## src/rtl/dacw_pkg.sv

```systemverilog
package dacw_pkg;

  localparam int FRAME_W  = 32;
  localparam int SAMPLE_W = 12;

  localparam logic [3:0] CMD_SETUP = 4'h8;
  localparam logic [3:0] CMD_WRUPD = 4'h3;
  localparam logic [3:0] ADDR_CH0  = 4'h0;

  // set-up frame: internal reference select, bit 0 set
  localparam logic [FRAME_W-1:0] SETUP_WORD =
    {4'h0, CMD_SETUP, ADDR_CH0, {SAMPLE_W{1'b0}}, 8'h01};

  typedef enum logic [2:0] {
    ST_IDLE,
    ST_INIT_TX,
    ST_GAP,
    ST_WRITE_TX,
    ST_PAUSE
  } wr_state_t;

  function automatic logic [FRAME_W-1:0] write_word(input logic [SAMPLE_W-1:0] s);
    return {4'h0, CMD_WRUPD, ADDR_CH0, s, 8'h00};
  endfunction

endpackage

```

## src/rtl/dacw_halfdiv.sv

```systemverilog
module dacw_halfdiv #(
  parameter int HALF_DIV = 2
) (
  input  logic clk,
  input  logic rst_n,
  input  logic en_i,
  output logic tick_o
);

  localparam int CW = (HALF_DIV > 1) ? $clog2(HALF_DIV) : 1;
  localparam logic [CW-1:0] LAST = CW'(HALF_DIV - 1);

  logic [CW-1:0] cnt_q, cnt_d;

  always_comb begin
    cnt_d = cnt_q;
    if (!en_i)              cnt_d = '0;
    else if (cnt_q == LAST) cnt_d = '0;
    else                    cnt_d = cnt_q + 1'b1;
  end

  always_ff @(posedge clk or negedge rst_n) begin
    if (!rst_n) cnt_q <= '0;
    else        cnt_q <= cnt_d;
  end

  assign tick_o = en_i && (cnt_q == LAST);

endmodule

```

## src/rtl/dacw_shifter.sv

```systemverilog
module dacw_shifter #(
  parameter int FRAME_W = 32
) (
  input  logic               clk,
  input  logic               rst_n,
  input  logic               load_i,
  input  logic [FRAME_W-1:0] word_i,
  input  logic               tick_i,
  output logic               busy_o,
  output logic               frame_end_o,
  output logic               cs_n_o,
  output logic               sclk_o,
  output logic               mosi_o
);

  localparam int BW = $clog2(FRAME_W);
  localparam logic [BW-1:0] LAST_BIT = BW'(FRAME_W - 1);

  logic               busy_q, busy_d;
  logic               sclk_q, sclk_d;
  logic [FRAME_W-1:0] sh_q, sh_d;
  logic [BW-1:0]      cnt_q, cnt_d;

  always_comb begin
    busy_d      = busy_q;
    sclk_d      = sclk_q;
    sh_d        = sh_q;
    cnt_d       = cnt_q;
    frame_end_o = 1'b0;
    if (load_i) begin
      busy_d = 1'b1;
      sclk_d = 1'b0;
      sh_d   = word_i;
      cnt_d  = '0;
    end else if (busy_q && tick_i) begin
      if (!sclk_q) begin
        sclk_d = 1'b1;
      end else begin
        sclk_d = 1'b0;
        if (cnt_q == LAST_BIT) begin
          busy_d      = 1'b0;
          frame_end_o = 1'b1;
        end else begin
          sh_d  = {sh_q[FRAME_W-2:0], 1'b0};
          cnt_d = cnt_q + 1'b1;
        end
      end
    end
  end

  always_ff @(posedge clk or negedge rst_n) begin
    if (!rst_n) begin
      busy_q <= 1'b0;
      sclk_q <= 1'b0;
      sh_q   <= '0;
      cnt_q  <= '0;
    end else begin
      busy_q <= busy_d;
      sclk_q <= sclk_d;
      sh_q   <= sh_d;
      cnt_q  <= cnt_d;
    end
  end

  assign busy_o = busy_q;
  assign cs_n_o = ~busy_q;
  assign sclk_o = sclk_q;
  assign mosi_o = busy_q & sh_q[FRAME_W-1];

  AST_SCLK_INSIDE_CS: assert property (@(posedge clk) disable iff (!rst_n)
    sclk_o |-> !cs_n_o);
  AST_MOSI_HOLD: assert property (@(posedge clk) disable iff (!rst_n)
    (sclk_o && $past(sclk_o)) |-> $stable(mosi_o));
  AST_NO_LOAD_BUSY: assert property (@(posedge clk) disable iff (!rst_n)
    load_i |-> !busy_q);

endmodule

```

## src/rtl/dac_cmd_writer.sv

```systemverilog
module dac_cmd_writer
  import dacw_pkg::*;
#(
  parameter int HALF_DIV = 2,
  parameter int GAP_SCLK = 1
) (
  input  logic                clk,
  input  logic                rst_n,
  input  logic                start_i,
  input  logic [SAMPLE_W-1:0] sample_i,
  input  logic                sync_tick_i,
  output logic                done_o,
  output logic                cs_n_o,
  output logic                sclk_o,
  output logic                mosi_o
);

  localparam int GAP_TICKS = 2 * GAP_SCLK;
  localparam int GW = $clog2(GAP_TICKS + 1);
  localparam logic [GW-1:0] GAP_LAST = GW'(GAP_TICKS - 1);

  wr_state_t           state_q, state_d;
  logic                done_q, done_d;
  logic                inited_q, inited_d;
  logic [SAMPLE_W-1:0] sample_q, sample_d;
  logic [GW-1:0]       gap_q, gap_d;
  logic                load;
  logic [FRAME_W-1:0]  word;
  logic                half_tick, frame_end, busy, div_en;

  assign div_en = (state_q == ST_INIT_TX) || (state_q == ST_GAP) ||
                  (state_q == ST_WRITE_TX);

  dacw_halfdiv #(.HALF_DIV(HALF_DIV)) i_div (
    .clk(clk), .rst_n(rst_n), .en_i(div_en), .tick_o(half_tick)
  );

  dacw_shifter #(.FRAME_W(FRAME_W)) i_shift (
    .clk(clk), .rst_n(rst_n), .load_i(load), .word_i(word),
    .tick_i(half_tick), .busy_o(busy), .frame_end_o(frame_end),
    .cs_n_o(cs_n_o), .sclk_o(sclk_o), .mosi_o(mosi_o)
  );

  always_comb begin
    state_d  = state_q;
    done_d   = done_q;
    inited_d = inited_q;
    sample_d = sample_q;
    gap_d    = gap_q;
    load     = 1'b0;
    word     = write_word(sample_q);
    case (state_q)
      ST_IDLE: if (start_i) begin
        sample_d = sample_i;
        load     = 1'b1;
        if (!inited_q) begin
          word    = SETUP_WORD;
          state_d = ST_INIT_TX;
        end else begin
          word    = write_word(sample_i);
          state_d = ST_WRITE_TX;
        end
      end
      ST_INIT_TX: if (frame_end) begin
        inited_d = 1'b1;
        gap_d    = '0;
        state_d  = ST_GAP;
      end
      ST_GAP: if (half_tick) begin
        if (gap_q == GAP_LAST) begin
          load    = 1'b1;
          state_d = ST_WRITE_TX;
        end else begin
          gap_d = gap_q + 1'b1;
        end
      end
      ST_WRITE_TX: if (frame_end) begin
        done_d  = 1'b1;
        state_d = ST_PAUSE;
      end
      ST_PAUSE: if (sync_tick_i) begin
        done_d  = 1'b0;
        state_d = ST_IDLE;
      end
      default: state_d = ST_IDLE;
    endcase
  end

  always_ff @(posedge clk or negedge rst_n) begin
    if (!rst_n) begin
      state_q  <= ST_IDLE;
      done_q   <= 1'b0;
      inited_q <= 1'b0;
      sample_q <= '0;
      gap_q    <= '0;
    end else begin
      state_q  <= state_d;
      done_q   <= done_d;
      inited_q <= inited_d;
      sample_q <= sample_d;
      gap_q    <= gap_d;
    end
  end

  assign done_o = done_q;

  AST_DONE_HOLD: assert property (@(posedge clk) disable iff (!rst_n)
    (done_o && !sync_tick_i) |=> done_o);
  AST_DONE_RELEASE: assert property (@(posedge clk) disable iff (!rst_n)
    (done_o && sync_tick_i) |=> !done_o);
  AST_INIT_STICKY: assert property (@(posedge clk) disable iff (!rst_n)
    inited_q |=> inited_q);
  AST_IDLE_DESELECT: assert property (@(posedge clk) disable iff (!rst_n)
    (state_q == ST_IDLE || state_q == ST_PAUSE) |-> (cs_n_o && !sclk_o));
  AST_DONE_NOT_BUSY: assert property (@(posedge clk) disable iff (!rst_n)
    done_o |-> !busy);

endmodule

```

## config.mk

```make
export PLATFORM = sky130hd
export DESIGN_NAME = dac_cmd_writer
export DESIGN_NICKNAME = d
export VERILOG_FILES = /design/src/rtl/dacw_pkg.sv /design/src/rtl/dacw_halfdiv.sv /design/src/rtl/dacw_shifter.sv /design/src/rtl/dac_cmd_writer.sv
export SDC_FILE = /design/constraint.sdc
export NUM_CORES = 1
export LEC_CHECK = 0
export BUFFER_PORTS_ARGS = -buffer_cell sky130_fd_sc_hd__buf_2
export CORE_MARGIN = 2
export CORE_UTILIZATION = 45
export DETAILED_ROUTE_END_ITERATION = 8
export PLACE_DENSITY = 0.73
export RECOVER_POWER = 25
export SYNTH_ARGS = -nofsm -noshare
export SYNTH_HDL_FRONTEND = slang
export SYNTH_SLANG_ARGS = --single-unit
export TNS_END_PERCENT = 5
```

## constraint.sdc

```tcl
create_clock -name clk -period 2.8 [get_ports clk]
set_input_delay 0.56 -clock clk [delete_from_list [all_inputs] [get_ports clk]]
set_output_delay 0.56 -clock clk [all_outputs]
set_load 0.05 [all_outputs]
```

==> results of run 1 <==
-- metrics by stage --
step                      hold slack [ps]  std cells  setup WS [ps]   util
after floorplan                       264        244            891      -
after global routing                  419        341            536  0.540
final                                 415        341            715  0.540
after CTS                             308        341            706  0.540
after global placement                465        325            801  0.500
after detailed placement              471        325            737  0.500
-- cell usage in the layout, fill, tap and decap left out, drive strengths merged --
cell type  Yosys  final
xnor2          2      2
nor2b          1      1
o21ba          1      1
nor3           5      5
clkinv         0      2
a21o           1      1
buf           12     23
o21ai         12     12
nand2b         3      3
dfrtp         59     59
nand4b         1      1
clkbuf         3     11
nand3         16     16
nand3b         2      2
bufinv         0      2
clkinvlp       0      2
a31o           1      1
a211oi         2      2
a21oi         22     22
nor2          11     11
and3           3      3
mux2i         12     12
nand2         41     41
and2           1      1
o41ai          1      1
ha             3      3
o22ai          1      1
o211ai         1      1
inv            3      3
and4b          1      1
a22o           1      1
o21bai         3      3
nor4b          2      2
o2bb2ai        3      3
mux2          12     12
xor2           2      2
-- flip-flops by register name (all words and copies together), names as in the netlist --
name	count
done_o	1
gap_q	2
i_div.cnt_q	1
i_shift.busy_o	1
i_shift.cnt_q	5
i_shift.sclk_o	1
i_shift.sh_q	32
inited_q	1
sample_q	12
state_q	3
-- power breakdown --
part,leakage (nW),switching [W],internal [W]
sequential,0.749,0.000171,0.00115
clock,0.108,0.000349,0.000525
combinational,0.470,0.000395,0.000310
total,1.33,0.000915,0.00199
-- worst max-delay path, stage by stage, from the launching register on --
cell	delay, ps
dfrtp_1	400
ha_1	220
and3_1	150
ha_1	250
nor3_4	190
buf_4	400
mux2i_1	230
o21ai_0	110
-- worst paths after layout --
kind                                         startpoint  slack (ps)                           end
setup / recovery           i_shift.cnt_q[0]$_DFFE_PN0P_         710   i_shift.sh_q[9]$_DFFE_PN0P_
hold / removal                              sync_tick_i         410        state_q[2]$_DFFE_PN0P_
setup reg to reg           i_shift.cnt_q[0]$_DFFE_PN0P_         710   i_shift.sh_q[9]$_DFFE_PN0P_
hold reg to reg                 sample_q[8]$_DFFE_PN0P_         490       sample_q[8]$_DFFE_PN0P_
max in group asynchronous                         rst_n        1070  i_shift.sh_q[28]$_DFFE_PN0P_
min in group asynchronous                         rst_n         690       sample_q[9]$_DFFE_PN0P_
-- per-layer routing --
metal  global-route usage  vias to the layer above
met4               0.0949                        0
met2                0.286                       33
met5                    0                        -
li1                     -                      888
met3               0.0456                        9
met1                0.207                      894
-- logic make-up (layout without fill, tap and decap cells) --
family / after synthesis / count (layout) / synth area share
AO/OA/AOI/OAI: 49 / 49 / 0.112
AND/OR/NAND/NOR: 87 / 87 / 0.169
multiplexers: 24 / 24 / 0.0963
buffers and inverters: 18 / 43 / 0.0382
flip-flops: 59 / 59 / 0.557
adder cells (fa/ha/maj): 3 / 3 / 0.0142
XOR/XNOR: 4 / 4 / 0.0132
-- area by class of cell --
cell class              count  area share
well taps                  72      0.0298
repair buffers             24      0.0475
inverters                   3     0.00372
flip-flops and latches     59       0.488
multi-input cells         167       0.357
clock inverters             6      0.0293
clock buffers              10      0.0455
==> flow_summary.yaml, run 1 <==
floorplanning:
  fp.dieW_um: 80.7
  rows: 27
  die_area_um2: 6520
  fp.coreArea_um2: 5610
  io_pins: 20
  dieHeight_um: 80.7
  initial_core_util: 0.473
logic_synthesis:
  synth_warnings: 0
  synth_nets: 263
  syn_inst: 244
  yosysTopAreaCellShare: 0.557
  yosys-top-cells-count: "59 x dfrtp_1, 40 x nand2_1, 22 x a21oi_1, 16 x nand3_1, 12 x mux2i_1"
  synth_edf_count: 0
  ys_ff_latch: 59
  ys_seq_area_frac: 0.557
  ys.flop_type: "dfrtp_1"
  synth_area_um2: 2650
  synth_top_cells_by_area: "dfrtp_1 56%, nand2_1 5.7%, mux2i_1 4.5%, mux2_2 4.2%, a21oi_1 4.2%"
  synthArstFlopShare: 1.00
  synth_most_common_cell: "dfrtp_1"
  syn_avg_cell_area_um2: 10.9
  yosys.area.top_type: "dfrtp_1"
  ys_types: 42
power:
  peakVddDrop_uv: 446
  total_power_w: 0.00290
  p_leak_nw: 1.33
  p_per_area_nw_per_um2: 958
cts:
  cts_resized: 0
  cts_sinks: 59
  postCtsSetupRepairBufs: 0
  htreeDepth: 3
  cts_tree: "yes"
  numCtsBuffers: 9
  clk_pin_slew_ps: 70
  cts-root-buf: "clkbuf_8"
  clock_path_buffers: 2
  clkLatencyLatePin_ps: 340
  postCtsHoldBufs: 0
job:
  timing.max_cap.violations: 1
routing:
  drtAntennaViolNets: 0
  initialDrtViolationCount: 95
  avgRoutedWirePerCell_um: 14.2
  vias_per_cell: 5.35
  vias: 1824
  top_layer: "met4"
  drc: 0
  finalWirelength_um: 4850
  wirelength_met1_um: 2310
  wl_met2_um: 2270
  dr.pass1.iters: 4
  route.met3.wl_um: 168
layout:
  drive_gt1_frac: 0.212
  ff_latch_area_um2: 1480
  nFillCells: 501
  fin_nets: 283
  syn_to_final_growth_pct: 14.3
  diodes: 0
  multi_input_comb_area_um2: 1080
  stdcell_area_um2: 3030
status:
  violations: "capacitance limit, slew limit"
  status: "finished with violations"
sta:
  finalCriticalPeriod_ps: 2090
  worst_pin_slew_ps: 1790
  setup_viol: 0
  drv_slew: 36
  fmax_ghz: 0.480
  period_share: 0.745
  hold_viol_final: 0
  slew_headroom: -0.195
  clock-skew-final_ps: 9.75
  fin_setup_tns_ps: 0
  rsz0062_at_grt: "no"
worst_hold_path:
  hold_path_class: "input port to register"
  holdPathStages: 2
critical_path:
  required_ps: 3010
  end_kind: "register"
  critPathLaunchType: "register"
  worstPathArrival_ps: 2290
  r2r_cells: 7
  crit_type: "register to register"
  worstPathMaxFanout: 35
grt:
  grt_pass1_vias: 1926
  grt_pass1_wl_um: 8530
  antenna_found_initial: 0
  grtUsageTotal: 0.173
  grt_overflow: 0
  grt_max_degree: 54
placement:
  dpl-instance-area_um2: 2800
  dp_hpwl_um: 3050
  gp_congestion: 0.747
  io_buffers: 19
Note: power is estimated with default switching activity, not from simulation.
==> inputs of run 2 (changes only) <==
clock period = 2.1 ns   (was 2.8 ns; I/O delays follow)
==> flow_summary.yaml, run 2 (synthesis results as in run 1) <==
status:
  status: "finished clean"
cts:
  cts_resized: 0
  postCtsSetupRepairBufs: 0
  postCtsHoldBufs: 0
  cts_tree: "yes"
  clk_pin_slew_ps: 60
  cts-root-buf: "clkbuf_8"
  clkLatencyLatePin_ps: 330
  numCtsBuffers: 9
  htreeDepth: 3
  clock_path_buffers: 2
  cts_sinks: 59
critical_path:
  end_kind: "register"
  path_cells: "ha_1, and3_1, ha_1, o21ba_2, nand2_2, o21bai_1, a21oi_1"
  path_buf_inv: 0
  rrSetupSlack_ps: 160
  path_delay_family: "compound AO/OA/AOI/OAI gates"
  cp_common_cell: "ha_1"
  required_ps: 2290
  worstPathArrival_ps: 2120
  critPathLaunchType: "register"
  slowest_delay_ps: 400
  worstPathMaxFanout: 19
  crit_type: "register to register"
  slowest_stage: "dfrtp_1"
placement:
  dp_hpwl_um: 2950
  dp_slack_ps: 176
  io_buffers: 19
  placed_cells: 326
  gp_congestion: 0.730
sta:
  period_share: 0.922
  clock-skew-final_ps: 7.99
  finalCriticalPeriod_ps: 1940
  whs_ps: 273
  setup_viol: 0
  drv_slew: 0
  rsz0062_at_grt: "no"
  fin_setup_tns_ps: 0
  fmax_ghz: 0.516
  finalWorstSetupSlack_ps: 164
  hold_viol_final: 0
  worst_pin_slew_ps: 1410
  slew_headroom: 0.0629
routing:
  vias_per_cell: 5.35
  top_layer: "met4"
  finalWirelength_um: 4620
  vias: 1824
  wirelength_met1_um: 2160
  wl_met2_um: 2190
  drc: 0
  route.met3.wl_um: 163
  dr.pass1.iters: 4
  initialDrtViolationCount: 108
  avgRoutedWirePerCell_um: 13.6
  drtAntennaViolNets: 0
floorplanning:
  die_area_um2: 6520
  rows: 27
  io_pins: 20
  fp.dieW_um: 80.7
  dieHeight_um: 80.7
  initial_core_util: 0.473
  fp.coreArea_um2: 5610
layout:
  diodes: 0
  finish.utilization: 0.537
  syn_to_final_growth_pct: 13.7
  drive_gt1_frac: 0.208
  top_register: "i_shift.sh_q"
  final_cell_mix: "59 x dfrtp_1, 40 x nand2_1, 22 x a21oi_1"
  fin_cells: 341
  largestRegisters: "i_shift.sh_q: 32 flops, sample_q: 12 flops, i_shift.cnt_q: 5 flops"
  largest_reg_flops: 32
  fin_nets: 284
  nFillCells: 500
  final_common_cell: "dfrtp_1"
grt:
  grt_pass1_wl_um: 8160
  grt_max_degree: 60
  grtUsageTotal: 0.165
  antenna_found_initial: 0
  grt_pass1_vias: 1838
  grt_overflow: 0
power:
  p_leak_nw: 1.33
  p_per_area_nw_per_um2: 1230
  peakVddDrop_uv: 417
job:
  timing.max_cap.violations: 0
worst_hold_path:
  hold_path_class: "input port to register"
-- run 2: cell count changes in the layout (fill, tap and decap cells not counted) --
cell and change:
clkinvlp_4 -2, buf_12 +1, buf_2 +1, buf_4 -1, bufinv_16 -1, clkbuf_1 +1
clkbuf_2 +1, clkbuf_8 +1, clkinv_4 -1
-- run 2: final cells by class --
cell class                 instances  area, um2  area share
tap                               72       90.1      0.0299
multi-input combinational        167       1080       0.358
inverter                           3       11.3     0.00374
timing repair buffer              25        163      0.0540
sequential                        59       1480       0.490
clock inverter                     2       35.0      0.0116
clock buffer                      13        159      0.0527
-- run 2: worst paths after layout --
check / start / to / cells after the start
worst max-delay path: i_shift.cnt_q[0]$_DFFE_PN0P_ / i_shift.sh_q[27]$_DFFE_PN0P_ / 7
worst min-delay path: sync_tick_i / state_q[2]$_DFFE_PN0P_ / 2
worst max register to register: i_shift.cnt_q[0]$_DFFE_PN0P_ / i_shift.sh_q[27]$_DFFE_PN0P_ / 7
worst min register to register: i_shift.sh_q[0]$_DFFE_PN0P_ / i_shift.sh_q[0]$_DFFE_PN0P_ / 1
max in group asynchronous: rst_n / i_shift.cnt_q[3]$_DFFE_PN0P_ / 2
min in group asynchronous: rst_n / sample_q[11]$_DFFE_PN0P_ / 2
-- run 2: layer usage --
| metal | vias up | GRT usage |
|---|---|---|
| li1 | 884 | - |
| met1 | 896 | 0.208 |
| met2 | 34 | 0.268 |
| met3 | 10 | 0.0300 |
| met4 | 0 | 0.0966 |
| met5 | - | 0 |
-- run 2: worst register-to-register path, delay by kind of cell, from the launching register on --
kind            cells  cell delay [ps]
compound gates      3              580
fa+ha+maj           2              460
flops               1              400
simple gates        2              360
-- run 2: metrics by stage --
stage | instance area, um2 | total power [W]
2_1_floorplan | 2650 | 0.00246
3_3_place_gp | 2840 | 0.00270
3_5_place_dp | 2840 | 0.00275
4_1_cts | 3030 | 0.00378
5_1_grt | 3010 | 0.00398
6_report | 3010 | 0.00372
-- run 2: report_power, final --
group          internal [W]  switching (W)
registers           0.00154       0.000216
logic              0.000431       0.000530
clock network      0.000605       0.000403
total               0.00257        0.00115
==> inputs of run 3 (changes only) <==
CTS_BUF_LIST = sky130_fd_sc_hd__clkbuf_8   (was not set)
MAX_ROUTING_LAYER = met4   (was not set)
==> flow_summary.yaml, run 3 (synthesis results as in run 1) <==
floorplanning:
  io_pins: 20
  initial_core_util: 0.473
  fp.dieW_um: 80.7
  die_area_um2: 6520
  rows: 27
  fp.coreArea_um2: 5610
  dieHeight_um: 80.7
grt:
  grt_pass1_wl_um: 8180
  grt_pass1_vias: 1840
  grtUsageTotal: 0.170
  grt_overflow: 0
  grt_max_degree: 60
  antenna_found_initial: 0
placement:
  io_buffers: 19
  dp_hpwl_um: 2950
  gp_congestion: 0.739
  placed_cells: 326
layout:
  largestRegisters: "i_shift.sh_q: 32 flops, sample_q: 12 flops, i_shift.cnt_q: 5 flops"
  final_common_cell: "dfrtp_1"
  fin_nets: 284
  largest_reg_flops: 32
  diodes: 0
  syn_to_final_growth_pct: 13.7
  fin_cells: 341
  drive_gt1_frac: 0.208
  top_register: "i_shift.sh_q"
  finish.utilization: 0.537
  final_cell_mix: "59 x dfrtp_1, 40 x nand2_1, 22 x a21oi_1"
critical_path:
  worstPathArrival_ps: 2130
  end_kind: "register"
  r2r_cells: 7
  required_ps: 2280
  critPathLaunchType: "register"
  reg2reg_to: "i_shift.sh_q[27]$_DFFE_PN0P_"
  r2r-start: "i_shift.cnt_q[0]$_DFFE_PN0P_"
  rrSetupSlack_ps: 160
  crit_type: "register to register"
  worstPathMaxFanout: 19
sta:
  hold_viol_final: 0
  slew_headroom: 0.0645
  fmax_ghz: 0.515
  worst_pin_slew_ps: 1400
  period_share: 0.925
  drv_slew: 0
  fin_setup_tns_ps: 0
  setup_viol: 0
  clock-skew-final_ps: 5.83
  rsz0062_at_grt: "no"
  finalCriticalPeriod_ps: 1940
power:
  swShare: 0.309
  internal-power_w: 0.00256
  p_clk_frac: 0.268
  seqPwrFrac: 0.472
  p_per_area_nw_per_um2: 1230
  power_switching_w: 0.00115
  combPwrFrac: 0.260
  p_leak_nw: 1.34
  peakVddDrop_uv: 413
cts:
  cts_tree: "yes"
  postCtsHoldBufs: 0
  clkLatencyLatePin_ps: 330
  numCtsBuffers: 9
  clk_pin_slew_ps: 60
  htreeDepth: 3
  postCtsSetupRepairBufs: 0
  cts_sinks: 59
  cts_resized: 0
  cts-root-buf: "clkbuf_8"
  clock_path_buffers: 2
routing:
  initialDrtViolationCount: 152
  drtAntennaViolNets: 0
  vias_per_cell: 5.39
  finalWirelength_um: 4630
  drc: 0
  vias: 1837
  avgRoutedWirePerCell_um: 13.6
  dr.pass1.iters: 4
worst_hold_path:
  worstHoldEndpoint: "state_q[2]$_DFFE_PN0P_"
  holdPathStages: 2
  hold_start: "sync_tick_i"
  hold_path_class: "input port to register"
job:
  timing.max_cap.violations: 0
status:
  status: "finished clean"
## run 3: cell count changes in the layout (fill, tap and decap cells not counted)
| cell | delta |
|---|---|
| clkbuf_1 | -2 |
| inv_1 | +2 |
## run 3: power groups by stage
stage,Combinational (W),Sequential (W),Clock (W)
2_1_floorplan,0.000724,0.00173,0
3_3_place_gp,0.000944,0.00175,0
3_5_place_dp,0.000980,0.00177,0
4_1_cts,0.000986,0.00176,0.00102
5_1_grt,0.00110,0.00180,0.00107
6_report,0.000964,0.00175,0.000995
## run 3: worst max-delay path by stage
stage	depth (start not counted)	slack (ps)	start	end
CTS	7	150	i_shift.cnt_q[0]$_DFFE_PN0P_	i_shift.sh_q[27]$_DFFE_PN0P_
global placement	7	220	i_shift.cnt_q[0]$_DFFE_PN0P_	i_shift.sh_q[27]$_DFFE_PN0P_
finish	7	160	i_shift.cnt_q[0]$_DFFE_PN0P_	i_shift.sh_q[27]$_DFFE_PN0P_
detailed placement	7	180	i_shift.cnt_q[0]$_DFFE_PN0P_	i_shift.sh_q[27]$_DFFE_PN0P_
floorplan	7	190	i_shift.cnt_q[0]$_DFFE_PN0P_	i_shift.sh_q[0]$_DFFE_PN0P_
global route	7	4	i_shift.cnt_q[0]$_DFFE_PN0P_	i_shift.sh_q[27]$_DFFE_PN0P_
## run 3: area by class of cell
class,count,area (um2)
inverters,3,11.3
flip-flops and latches,59,1480
multi-input cells,167,1080
well taps,72,90.1
clock buffers,11,151
repair buffers,25,163
fillers,500,2590
clock inverters,4,42.5
## run 3: routing by layer
layer / up-vias / GRT usage / part of all wire / wire length, um
met5: - / - / 0 / 0
met4: 0 / 0.0966 / 0.018 / 82
met3: 9 / 0.0300 / 0.028 / 128
met2: 27 / 0.268 / 0.48 / 2210
met1: 913 / 0.208 / 0.48 / 2200
li1: 888 / - / - / -
## run 3: critical path, stage by stage (launching register included)
cell and delay (ps):
dfrtp_1 400, ha_1 220, and3_1 140, ha_1 240, o21ba_2 290, nand2_2 220
o21bai_1 200, a21oi_1 80
## run 3: per-stage QoR
stage / power, W / hold slack (ps) / setup slack (ps) / area (um2)
2_1_floorplan: 0.00246 / 124 / 191 / 2650
5_1_grt: 0.00397 / 293 / 3.75 / 3010
4_1_cts: 0.00377 / 102 / 145 / 3030
3_5_place_dp: 0.00275 / 454 / 176 / 2840
3_3_place_gp: 0.00270 / 452 / 216 / 2840
6_report: 0.00371 / 273 / 157 / 3010
